File: src/rtl/rv_pkg.sv
package rv_pkg;

    localparam int XLEN       = 32;
    localparam int RF_AW      = 5;
    localparam int PROG_WORDS = 32;
    localparam int PROG_AW    = $clog2(PROG_WORDS);
    localparam logic [XLEN-1:0] NOP_WORD = 32'h0000_0013;

    localparam logic [4:0] OPC_LOAD   = 5'b00000;
    localparam logic [4:0] OPC_OPIMM  = 5'b00100;
    localparam logic [4:0] OPC_AUIPC  = 5'b00101;
    localparam logic [4:0] OPC_STORE  = 5'b01000;
    localparam logic [4:0] OPC_OP     = 5'b01100;
    localparam logic [4:0] OPC_LUI    = 5'b01101;
    localparam logic [4:0] OPC_BRANCH = 5'b11000;
    localparam logic [4:0] OPC_JALR   = 5'b11001;
    localparam logic [4:0] OPC_JAL    = 5'b11011;

    typedef logic [XLEN-1:0] prog_t [PROG_WORDS];

    typedef enum logic [3:0] {
        K_BAD, K_OP, K_OPIMM, K_LOAD, K_STORE,
        K_BRANCH, K_JAL, K_JALR, K_LUI, K_AUIPC
    } kind_e;

    typedef struct packed {
        kind_e             kind;
        logic [RF_AW-1:0]  rd;
        logic [RF_AW-1:0]  rs1;
        logic [RF_AW-1:0]  rs2;
        logic [2:0]        f3;
        logic              f7b5;
        logic [XLEN-1:0]   imm;
        logic              wr;
    } dec_t;

    function automatic logic [XLEN-1:0] alu_op(logic [2:0] f3, logic alt,
                                               logic [XLEN-1:0] a, logic [XLEN-1:0] b);
        logic [4:0] sh;
        sh = b[4:0];
        case (f3)
            3'b000:  return alt ? a - b : a + b;
            3'b001:  return a << sh;
            3'b010:  return {{(XLEN-1){1'b0}}, $signed(a) < $signed(b)};
            3'b011:  return {{(XLEN-1){1'b0}}, a < b};
            3'b100:  return a ^ b;
            3'b101:  return alt ? XLEN'($signed(a) >>> sh) : a >> sh;
            3'b110:  return a | b;
            default: return a & b;
        endcase
    endfunction

    function automatic logic br_take(logic [2:0] f3, logic [XLEN-1:0] a, logic [XLEN-1:0] b);
        case (f3)
            3'b000:  return a == b;
            3'b001:  return a != b;
            3'b100:  return $signed(a) < $signed(b);
            3'b101:  return $signed(a) >= $signed(b);
            3'b110:  return a < b;
            3'b111:  return a >= b;
            default: return 1'b0;
        endcase
    endfunction

    function automatic logic [31:0] enc_r(logic [6:0] f7, logic [4:0] rs2, logic [4:0] rs1,
                                          logic [2:0] f3, logic [4:0] rd, logic [4:0] op);
        return {f7, rs2, rs1, f3, rd, op, 2'b11};
    endfunction

    function automatic logic [31:0] enc_i(logic [31:0] imm, logic [4:0] rs1, logic [2:0] f3,
                                          logic [4:0] rd, logic [4:0] op);
        return {imm[11:0], rs1, f3, rd, op, 2'b11};
    endfunction

    function automatic logic [31:0] enc_s(logic [31:0] imm, logic [4:0] rs2, logic [4:0] rs1,
                                          logic [2:0] f3);
        return {imm[11:5], rs2, rs1, f3, imm[4:0], OPC_STORE, 2'b11};
    endfunction

    function automatic logic [31:0] enc_b(logic [31:0] imm, logic [4:0] rs2, logic [4:0] rs1,
                                          logic [2:0] f3);
        return {imm[12], imm[10:5], rs2, rs1, f3, imm[4:1], imm[11], OPC_BRANCH, 2'b11};
    endfunction

    function automatic logic [31:0] enc_u(logic [19:0] imm, logic [4:0] rd, logic [4:0] op);
        return {imm, rd, op, 2'b11};
    endfunction

    function automatic logic [31:0] enc_j(logic [31:0] imm, logic [4:0] rd);
        return {imm[20], imm[10:1], imm[11], imm[19:12], rd, OPC_JAL, 2'b11};
    endfunction

    // default image: sum 1..9, store, reload into x15, then spin
    function automatic prog_t sum_prog();
        prog_t p;
        for (int i = 0; i < PROG_WORDS; i++) p[i] = NOP_WORD;
        p[0] = enc_i(32'd0, 5'd0, 3'b000, 5'd10, OPC_OPIMM);
        p[1] = enc_i(32'd1, 5'd0, 3'b000, 5'd11, OPC_OPIMM);
        p[2] = enc_i(32'd10, 5'd0, 3'b000, 5'd12, OPC_OPIMM);
        p[3] = enc_r(7'd0, 5'd11, 5'd10, 3'b000, 5'd10, OPC_OP);
        p[4] = enc_i(32'd1, 5'd11, 3'b000, 5'd11, OPC_OPIMM);
        p[5] = enc_b(-32'sd8, 5'd12, 5'd11, 3'b100);
        p[6] = enc_s(32'd4, 5'd10, 5'd0, 3'b010);
        p[7] = enc_i(32'd4, 5'd0, 3'b010, 5'd15, OPC_LOAD);
        p[8] = enc_j(32'd0, 5'd0);
        return p;
    endfunction

endpackage

File: src/rtl/rv_decode.sv
module rv_decode
    import rv_pkg::*;
(
    input  logic [XLEN-1:0] ins,
    output dec_t            d
);
    always_comb begin
        d      = '0;
        d.kind = K_BAD;
        d.rd   = ins[11:7];
        d.rs1  = ins[19:15];
        d.rs2  = ins[24:20];
        d.f3   = ins[14:12];
        d.f7b5 = ins[30];
        if (ins[1:0] == 2'b11) begin
            case (ins[6:2])
                OPC_OP:     d.kind = K_OP;
                OPC_OPIMM:  d.kind = K_OPIMM;
                OPC_LOAD:   d.kind = K_LOAD;
                OPC_STORE:  d.kind = K_STORE;
                OPC_BRANCH: d.kind = K_BRANCH;
                OPC_JAL:    d.kind = K_JAL;
                OPC_JALR:   d.kind = K_JALR;
                OPC_LUI:    d.kind = K_LUI;
                OPC_AUIPC:  d.kind = K_AUIPC;
                default:    d.kind = K_BAD;
            endcase
        end
        case (d.kind)
            K_STORE:       d.imm = {{20{ins[31]}}, ins[31:25], ins[11:7]};
            K_BRANCH:      d.imm = {{19{ins[31]}}, ins[31], ins[7], ins[30:25], ins[11:8], 1'b0};
            K_LUI, K_AUIPC: d.imm = {ins[31:12], 12'b0};
            K_JAL:         d.imm = {{11{ins[31]}}, ins[31], ins[19:12], ins[20], ins[30:21], 1'b0};
            default:       d.imm = {{20{ins[31]}}, ins[31:20]};
        endcase
        d.wr = (d.kind inside {K_OP, K_OPIMM, K_LOAD, K_JAL, K_JALR, K_LUI, K_AUIPC})
               && (d.rd != '0);
    end
endmodule

File: src/rtl/rv_regfile.sv
module rv_regfile
    import rv_pkg::*;
#(
    parameter int NREG = 32
) (
    input  logic              clk,
    input  logic              rst,
    input  logic              re_a,
    input  logic [RF_AW-1:0]  ra_a,
    output logic [XLEN-1:0]   rd_a,
    input  logic              re_b,
    input  logic [RF_AW-1:0]  ra_b,
    output logic [XLEN-1:0]   rd_b,
    input  logic              we,
    input  logic [RF_AW-1:0]  wa,
    input  logic [XLEN-1:0]   wd,
    input  logic [RF_AW-1:0]  dbg_a,
    output logic [XLEN-1:0]   dbg_d
);
    logic [XLEN-1:0] mem [NREG];

    always_ff @(posedge clk) begin
        if (rst) begin
            for (int i = 0; i < NREG; i++) mem[i] <= '0;
            rd_a <= '0;
            rd_b <= '0;
        end else begin
            if (we && wa != '0) mem[wa] <= wd;
            if (re_a) rd_a <= (ra_a == '0) ? '0 : mem[ra_a];
            if (re_b) rd_b <= (ra_b == '0) ? '0 : mem[ra_b];
        end
    end

    assign dbg_d = (dbg_a == '0) ? '0 : mem[dbg_a];
endmodule

File: src/rtl/rv_dmem.sv
module rv_dmem
    import rv_pkg::*;
#(
    parameter int WORDS = 16,
    localparam int AW   = $clog2(WORDS)
) (
    input  logic            clk,
    input  logic            rst,
    input  logic            re,
    input  logic            we,
    input  logic [AW-1:0]   idx,
    input  logic [XLEN-1:0] wdata,
    output logic [XLEN-1:0] rdata
);
    logic [XLEN-1:0] mem [WORDS];

    always_ff @(posedge clk) begin
        if (rst) begin
            for (int i = 0; i < WORDS; i++) mem[i] <= '0;
        end else if (we) begin
            mem[idx] <= wdata;
        end
    end

    assign rdata = re ? mem[idx] : '0;
endmodule

File: src/rtl/rv_slow_core.sv
module rv_slow_core
    import rv_pkg::*;
#(
    parameter prog_t PROG     = sum_prog(),
    parameter int    DM_WORDS = 16,
    localparam int   DM_AW    = $clog2(DM_WORDS)
) (
    input  logic             clk,
    input  logic             rst,
    output logic             retire_o,
    output logic [XLEN-1:0]  pc_o,
    input  logic [RF_AW-1:0] dbg_idx,
    output logic [XLEN-1:0]  dbg_data
);
    // token: start pulse after reset falls, then re-armed by stage 3
    logic rst_q, start, v0, v1, v2, v3, vw;

    always_ff @(posedge clk) rst_q <= rst;
    assign start = rst_q & ~rst;
    assign v0    = start | v3;

    always_ff @(posedge clk) begin
        if (rst) {v1, v2, v3, vw} <= '0;
        else     {v1, v2, v3, vw} <= {v0, v1, v2, v3};
    end

    // fetch
    logic [XLEN-1:0] pc_r, pc_f, nxt_pc, ins_f;
    logic            in_rom;

    assign pc_f   = v3 ? nxt_pc : pc_r;
    assign in_rom = (pc_f[XLEN-1:PROG_AW+2] == '0);
    assign ins_f  = in_rom ? PROG[pc_f[PROG_AW+1:2]] : NOP_WORD;

    always_ff @(posedge clk) begin
        if (rst)     pc_r <= '0;
        else if (v3) pc_r <= nxt_pc;
    end

    logic [XLEN-1:0] pc1, ins1;
    always_ff @(posedge clk) begin
        if (rst) begin
            pc1  <= '0;
            ins1 <= NOP_WORD;
        end else if (v0) begin
            pc1  <= pc_f;
            ins1 <= ins_f;
        end
    end

    // decode, register read issued here (synchronous read)
    dec_t dec1;
    rv_decode u_dec (.ins(ins1), .d(dec1));

    logic [XLEN-1:0] rf_a, rf_b, wb_res;
    logic [RF_AW-1:0] wb_rd;
    logic            wb_we, rf_we;

    rv_regfile u_rf (
        .clk(clk), .rst(rst),
        .re_a(v1), .ra_a(dec1.rs1), .rd_a(rf_a),
        .re_b(v1), .ra_b(dec1.rs2), .rd_b(rf_b),
        .we(rf_we), .wa(wb_rd), .wd(wb_res),
        .dbg_a(dbg_idx), .dbg_d(dbg_data)
    );

    dec_t            d2;
    logic [XLEN-1:0] pc2;
    always_ff @(posedge clk) begin
        if (rst) begin
            d2  <= '0;
            pc2 <= '0;
        end else if (v1) begin
            d2  <= dec1;
            pc2 <= pc1;
        end
    end

    // operand select with forwarding of the previous result
    logic [XLEN-1:0] src_a, src_b;
    assign src_a = (wb_we && wb_rd == d2.rs1) ? wb_res : rf_a;
    assign src_b = (wb_we && wb_rd == d2.rs2) ? wb_res : rf_b;

    dec_t            d3;
    logic [XLEN-1:0] pc3, a3, b3;
    always_ff @(posedge clk) begin
        if (rst) begin
            d3  <= '0;
            pc3 <= '0;
            a3  <= '0;
            b3  <= '0;
        end else if (v2) begin
            d3  <= d2;
            pc3 <= pc2;
            a3  <= src_a;
            b3  <= src_b;
        end
    end

    // execute
    logic [XLEN-1:0] opnd_b, alu_y, addr, res3, dm_rdata;
    logic            alt, taken, dm_we, dm_re;

    assign opnd_b = (d3.kind == K_OP) ? b3 : d3.imm;
    assign alt    = d3.f7b5 & ((d3.kind == K_OP) | (d3.f3 == 3'b101));
    assign alu_y  = alu_op(d3.f3, alt, a3, opnd_b);
    assign addr   = a3 + d3.imm;
    assign taken  = (d3.kind == K_BRANCH) && br_take(d3.f3, a3, b3);
    assign dm_we  = v3 && (d3.kind == K_STORE);
    assign dm_re  = v3 && (d3.kind == K_LOAD);

    rv_dmem #(.WORDS(DM_WORDS)) u_dm (
        .clk(clk), .rst(rst), .re(dm_re), .we(dm_we),
        .idx(addr[DM_AW+1:2]), .wdata(b3), .rdata(dm_rdata)
    );

    always_comb begin
        case (d3.kind)
            K_LUI:          res3 = d3.imm;
            K_AUIPC:        res3 = pc3 + d3.imm;
            K_JAL, K_JALR:  res3 = pc3 + 32'd4;
            K_LOAD:         res3 = dm_rdata;
            default:        res3 = alu_y;
        endcase
        if (d3.kind == K_JAL)       nxt_pc = pc3 + d3.imm;
        else if (d3.kind == K_JALR) nxt_pc = addr & ~32'd1;
        else if (taken)             nxt_pc = pc3 + d3.imm;
        else                        nxt_pc = pc3 + 32'd4;
    end

    // write-back register, committed the cycle after execute
    always_ff @(posedge clk) begin
        if (rst) begin
            wb_we  <= 1'b0;
            wb_rd  <= '0;
            wb_res <= '0;
        end else if (v3) begin
            wb_we  <= d3.wr;
            wb_rd  <= d3.rd;
            wb_res <= res3;
        end
    end
    assign rf_we = vw & wb_we;

    assign retire_o = v3;
    assign pc_o     = pc3;
endmodule

File: config.mk
export PLATFORM = sky130hd
export DESIGN_NAME = rv_slow_core
export DESIGN_NICKNAME = d
export VERILOG_FILES = /design/src/rtl/rv_pkg.sv /design/src/rtl/rv_decode.sv /design/src/rtl/rv_regfile.sv /design/src/rtl/rv_dmem.sv /design/src/rtl/rv_slow_core.sv
export SDC_FILE = /design/constraint.sdc
export NUM_CORES = 2
export LEC_CHECK = 0
export BUFFER_PORTS_ARGS = -buffer_cell sky130_fd_sc_hd__buf_4
export CORE_ASPECT_RATIO = 0.75
export CORE_MARGIN = 2
export CORE_UTILIZATION = 45
export CTS_CLUSTER_SIZE = 40
export DETAILED_ROUTE_END_ITERATION = 16
export SETUP_SLACK_MARGIN = 0.15
export SYNTH_ARGS = -nofsm -noshare
export SYNTH_HDL_FRONTEND = slang
export SYNTH_SLANG_ARGS = --single-unit
File: constraint.sdc
create_clock -name clk -period 5.7 [get_ports clk]
set_clock_uncertainty 0.05 [all_clocks]
set_input_delay 1.71 -clock clk [delete_from_list [all_inputs] [get_ports clk]]
set_output_delay 1.71 -clock clk [all_outputs]
set_load 0.01 [all_outputs]
==> summary.md <==
| Metric | Value |
|---|---|
| Final TNS setup | `0 ns` |
| Placeable Area | `217000 um2` |
| Critical path start-end classification | `input port to output port` |
| Pre-antenna DRT Iters | `6` |
| Number of nets in the layout | `7815` |
| DR WL/cell | `31.1 um` |
| Top_reg_cell synth | `edfxtp_1` |
| Final-report setup violation count | `0` |
| Synth area leader | `edfxtp_1` |
| Filler cell count | `18300` |
| Top Layer Used | `met5` |
| DRT iter0 DRCs | `9534` |
| #FFs+latches synth | `1918` |
| Area after DPL | `104000 um2` |
| PwrDens | `289 nW/um2` |
| Sequential element share of the synthesized area | `54.8%` |
| Syn_area_per_cell | `12.9 um2` |
| Residual DRC count | `0` |
| Fin crit share | `98.0%` |
| Met2 wire length | `137000 um` |
| CP startpoint | `dbg_idx[0]` |
| GP Congestion | `0.976` |
| Detail Placement HPWL | `215000 um` |
| Die Span X | `543 um` |
| Netlist cell types | `105` |
| Crit Path Max Fanout | `8` |
| Hold_buf cts | `0` |
| HP Class | `flip-flop to flip-flop` |
| End of the critical path | `dbg_data[18]` |
| Syn Inst Count | `7605` |
| Cell leakage power | `39.1 nW` |
| Crit path required time | `3.94 ns` |
| Worst Setup Start Kind | `input port` |
| Synth warn | `0` |
| Share of the synthesized area in the top cell type | `47.0%` |
| CTS clk-pin slew, worst paths | `0.06 ns` |
| Maximum root-to-sink buffer count | `4` |
| Site Rows | `148` |
| Die Area | `222000 um2` |
| Die height | `408 um` |
| Vias | `68500` |
| Top post-synthesis cells by area | `edfxtp_1, mux4_2, dfxtp_1, and2_1, mux2i_1` |
| Hold path start | `pc1[27]` |
| Worst slew pin tran | `1.41 ns` |
| Wl on met1 | `146000 um` |
| Max IR drop VDD | `0.280 mV` |
| CP arrival | `3.83 ns` |
| ANT nets after route | `0` |
| Post-route cell area | `112000 um2` |
| Total track usage | `29.7%` |
| Skew-Pair Late Insertion Delay | `0.88 ns` |
| Fin. Hold Viols | `0` |
| Reg-to-reg critical path startpoint | `b3[24]` |
| RSZ-0062 raised after global routing | `true` |
| Post-synth ARST share | `0%` |
| Max Transition Viols Final | `0` |
| DRT Wirelength | `333000 um` |
| Pwr Total | `32.3 mW` |
| Initial antenna violation count | `25` |
| Final WS setup | `0.112 ns` |
| DR vias/cell | `6.40` |
| Reg2reg path depth | `16` |
| Sink Count | `1918` |
| Status | `completed` |
| IO Pins | `72` |
| Clk root buf | `clkbuf_16` |
| Worst setup EP type | `output port` |
| Final min period | `5.59 ns` |
| Total CTS buffers | `204` |
| Share of post-route cells with drive strength above 1 | `21.0%` |
| FMAX | `179 MHz` |
| EDFF count, synth | `1536` |
| CTS tree | `built` |
| Max cap viols | `0` |
| Global-route wire length before repair | `479000 um` |
| R2R setup slack | `0.33 ns` |
| Global route overflow | `0` |
| H-tree Lvls | `4` |
| Worst slack, placed | `-0.630 ns` |
| Max transition margin | `4.42%` |
| Met3 WL | `42600 um` |
| Buffers on Ports | `71` |
| Initial Utilization | `45.2%` |
| Dpl cells | `10300` |
| Mapped Area | `98100 um2` |
| Final Non-Filler Cells | `10700` |
| Pin count of the biggest net entering global routing | `142` |
| Area Overhead vs Synth | `13.9%` |
| Vias in the first global route | `65500` |
-- stage by stage --
step | util [%] | hold WS [ns]
floorplan | - | 0.374
global placement | 48.0 | 0.391
detailed placement | 48.0 | 0.397
CTS | 51.3 | 0.405
global route | 51.5 | 0.429
finish | 51.5 | 0.407
-- timing repair --
| item | CTS | global route |
|---|---|---|
| setup buffers | 6 | 5 |
| gates cloned | 6 | 6 |
| resized for setup | 48 | 45 |
| endpoints found under the hold margin | 0 | 0 |
| setup endpoints to repair | 33 | 38 |
-- how the worst min path moves through the flow --
stage / slack [ns] / endpoint / depth (start not counted)
global placement: 0.39 / u_rf.rd_b[22] / 2
global route: 0.43 / pc1[22] / 2
finish: 0.41 / pc1[27] / 2
detailed placement: 0.40 / pc1[20] / 2
CTS: 0.41 / pc1[20] / 2
floorplan: 0.37 / u_rf.rd_b[0] / 2
-- synthesized netlist by cell type, types with 11 or more instances --
master,instances
a22oi_1,15
buf_1,87
o22ai_1,33
edfxtp_1,1536
nor4_1,267
o21ai_0,206
nand2_1,282
clkbuf_1,641
or2_2,12
nor2b_1,32
o21a_1,19
and3_1,11
o211ai_1,28
nand4_1,18
ha_1,194
a31oi_1,34
o21bai_1,23
o2111ai_1,12
o31ai_1,17
xnor2_1,44
a221oi_1,15
dfxtp_1,382
and4_1,12
mux4_2,640
a22o_1,37
clkinv_1,33
nor3_1,320
a21oi_1,204
nor2_1,496
xor2_1,38
and2_1,1017
mux2i_1,257
inv_1,152
or3_1,20
a21o_1,67
a211oi_1,148
nand3_1,58
nand2b_1,15
-- cells by family after synthesis --
family,after synthesis,share of synthesized area [%]
AO/OA/AOI/OAI,975,6.65
XOR/XNOR,82,0.732
adder cells (fa/ha/maj),198,2.56
buffers and inverters,917,3.51
flip-flops,1918,54.8
multiplexers,903,17.4
other,1,0.00382
AND/OR/NAND/NOR,2611,14.4
-- per-layer routing --
layer	vias to the layer above	global-route usage, %
li1	28800	-
met1	35100	46.8
met2	4147	40.5
met3	503	7.65
met4	8	7.24
met5	-	0.0649
-- worst max-delay path, cell delays in order --
cell,delay [ns]
buf_16,0.17
buf_6,0.20
mux4_2,0.51
mux4_2,0.53
mux2i_2,0.25
buf_4,0.20
nor2_1,0.05
buf_4,0.16
-- cell usage in the layout, fill, tap and decap left out, types with 32 or more instances in the layout --
| cell type | count |
|---|---|
| edfxtp_1 | 1536 |
| and2_1 | 1017 |
| mux4_2 | 640 |
| nor2_1 | 461 |
| buf_4 | 412 |
| dfxtp_1 | 371 |
| nor3_1 | 319 |
| nand2_1 | 277 |
| nor4_1 | 266 |
| mux2i_1 | 239 |
| clkbuf_16 | 215 |
| a21oi_1 | 202 |
| ha_1 | 194 |
| o21ai_0 | 167 |
| inv_1 | 151 |
| a211oi_1 | 148 |
| a21o_1 | 67 |
| clkinv_1 | 65 |
| nand3_1 | 58 |
| clkinv_2 | 45 |
| buf_12 | 45 |
| xnor2_1 | 42 |
| o21ai_4 | 39 |
| a22o_1 | 37 |
| xor2_1 | 36 |
| nor2_2 | 34 |
| a31oi_1 | 33 |
| o22ai_1 | 33 |
| clkbuf_1 | 33 |
| nor2b_1 | 32 |
| conb_1 | 32 |
-- flip-flops by register name (all words and copies together) (netlist names), named ones only --
name       cells
vw             1
v2             1
u_dm.mem     512
retire_o       1
d2            32
pc_r          32
pc_o          32
ins1          16
d3            26
a3            32
u_rf.rd_a     32
b3            32
u_rf.mem    1024
u_rf.rd_b     32
wb_we          1
dec1           3
rst_q          1
v1             1
pc1           32
wb_res        32
pc2           32
wb_rd          5
-- power by group --
part           total, mW  switching [mW]  internal [mW]
sequential          15.8           0.262           15.5
combinational       2.70            1.62           1.08
clock               13.8            5.79           8.05
-- cell type report --
type / instances / area, um2 / area share [%]
Multi-Input combinational cell: 4801 / 42000 / 37.6
Tap cell: 2925 / 3660 / 3.28
Clock inverter: 124 / 1350 / 1.21
Sequential cell: 1918 / 53800 / 48.1
Inverter: 185 / 697 / 0.624
Timing Repair Buffer: 500 / 4800 / 4.30
Antenna cell: 4 / 10.0 / 0.00896
Clock buffer: 248 / 5440 / 4.86
Power figures use the tool's default switching activity.
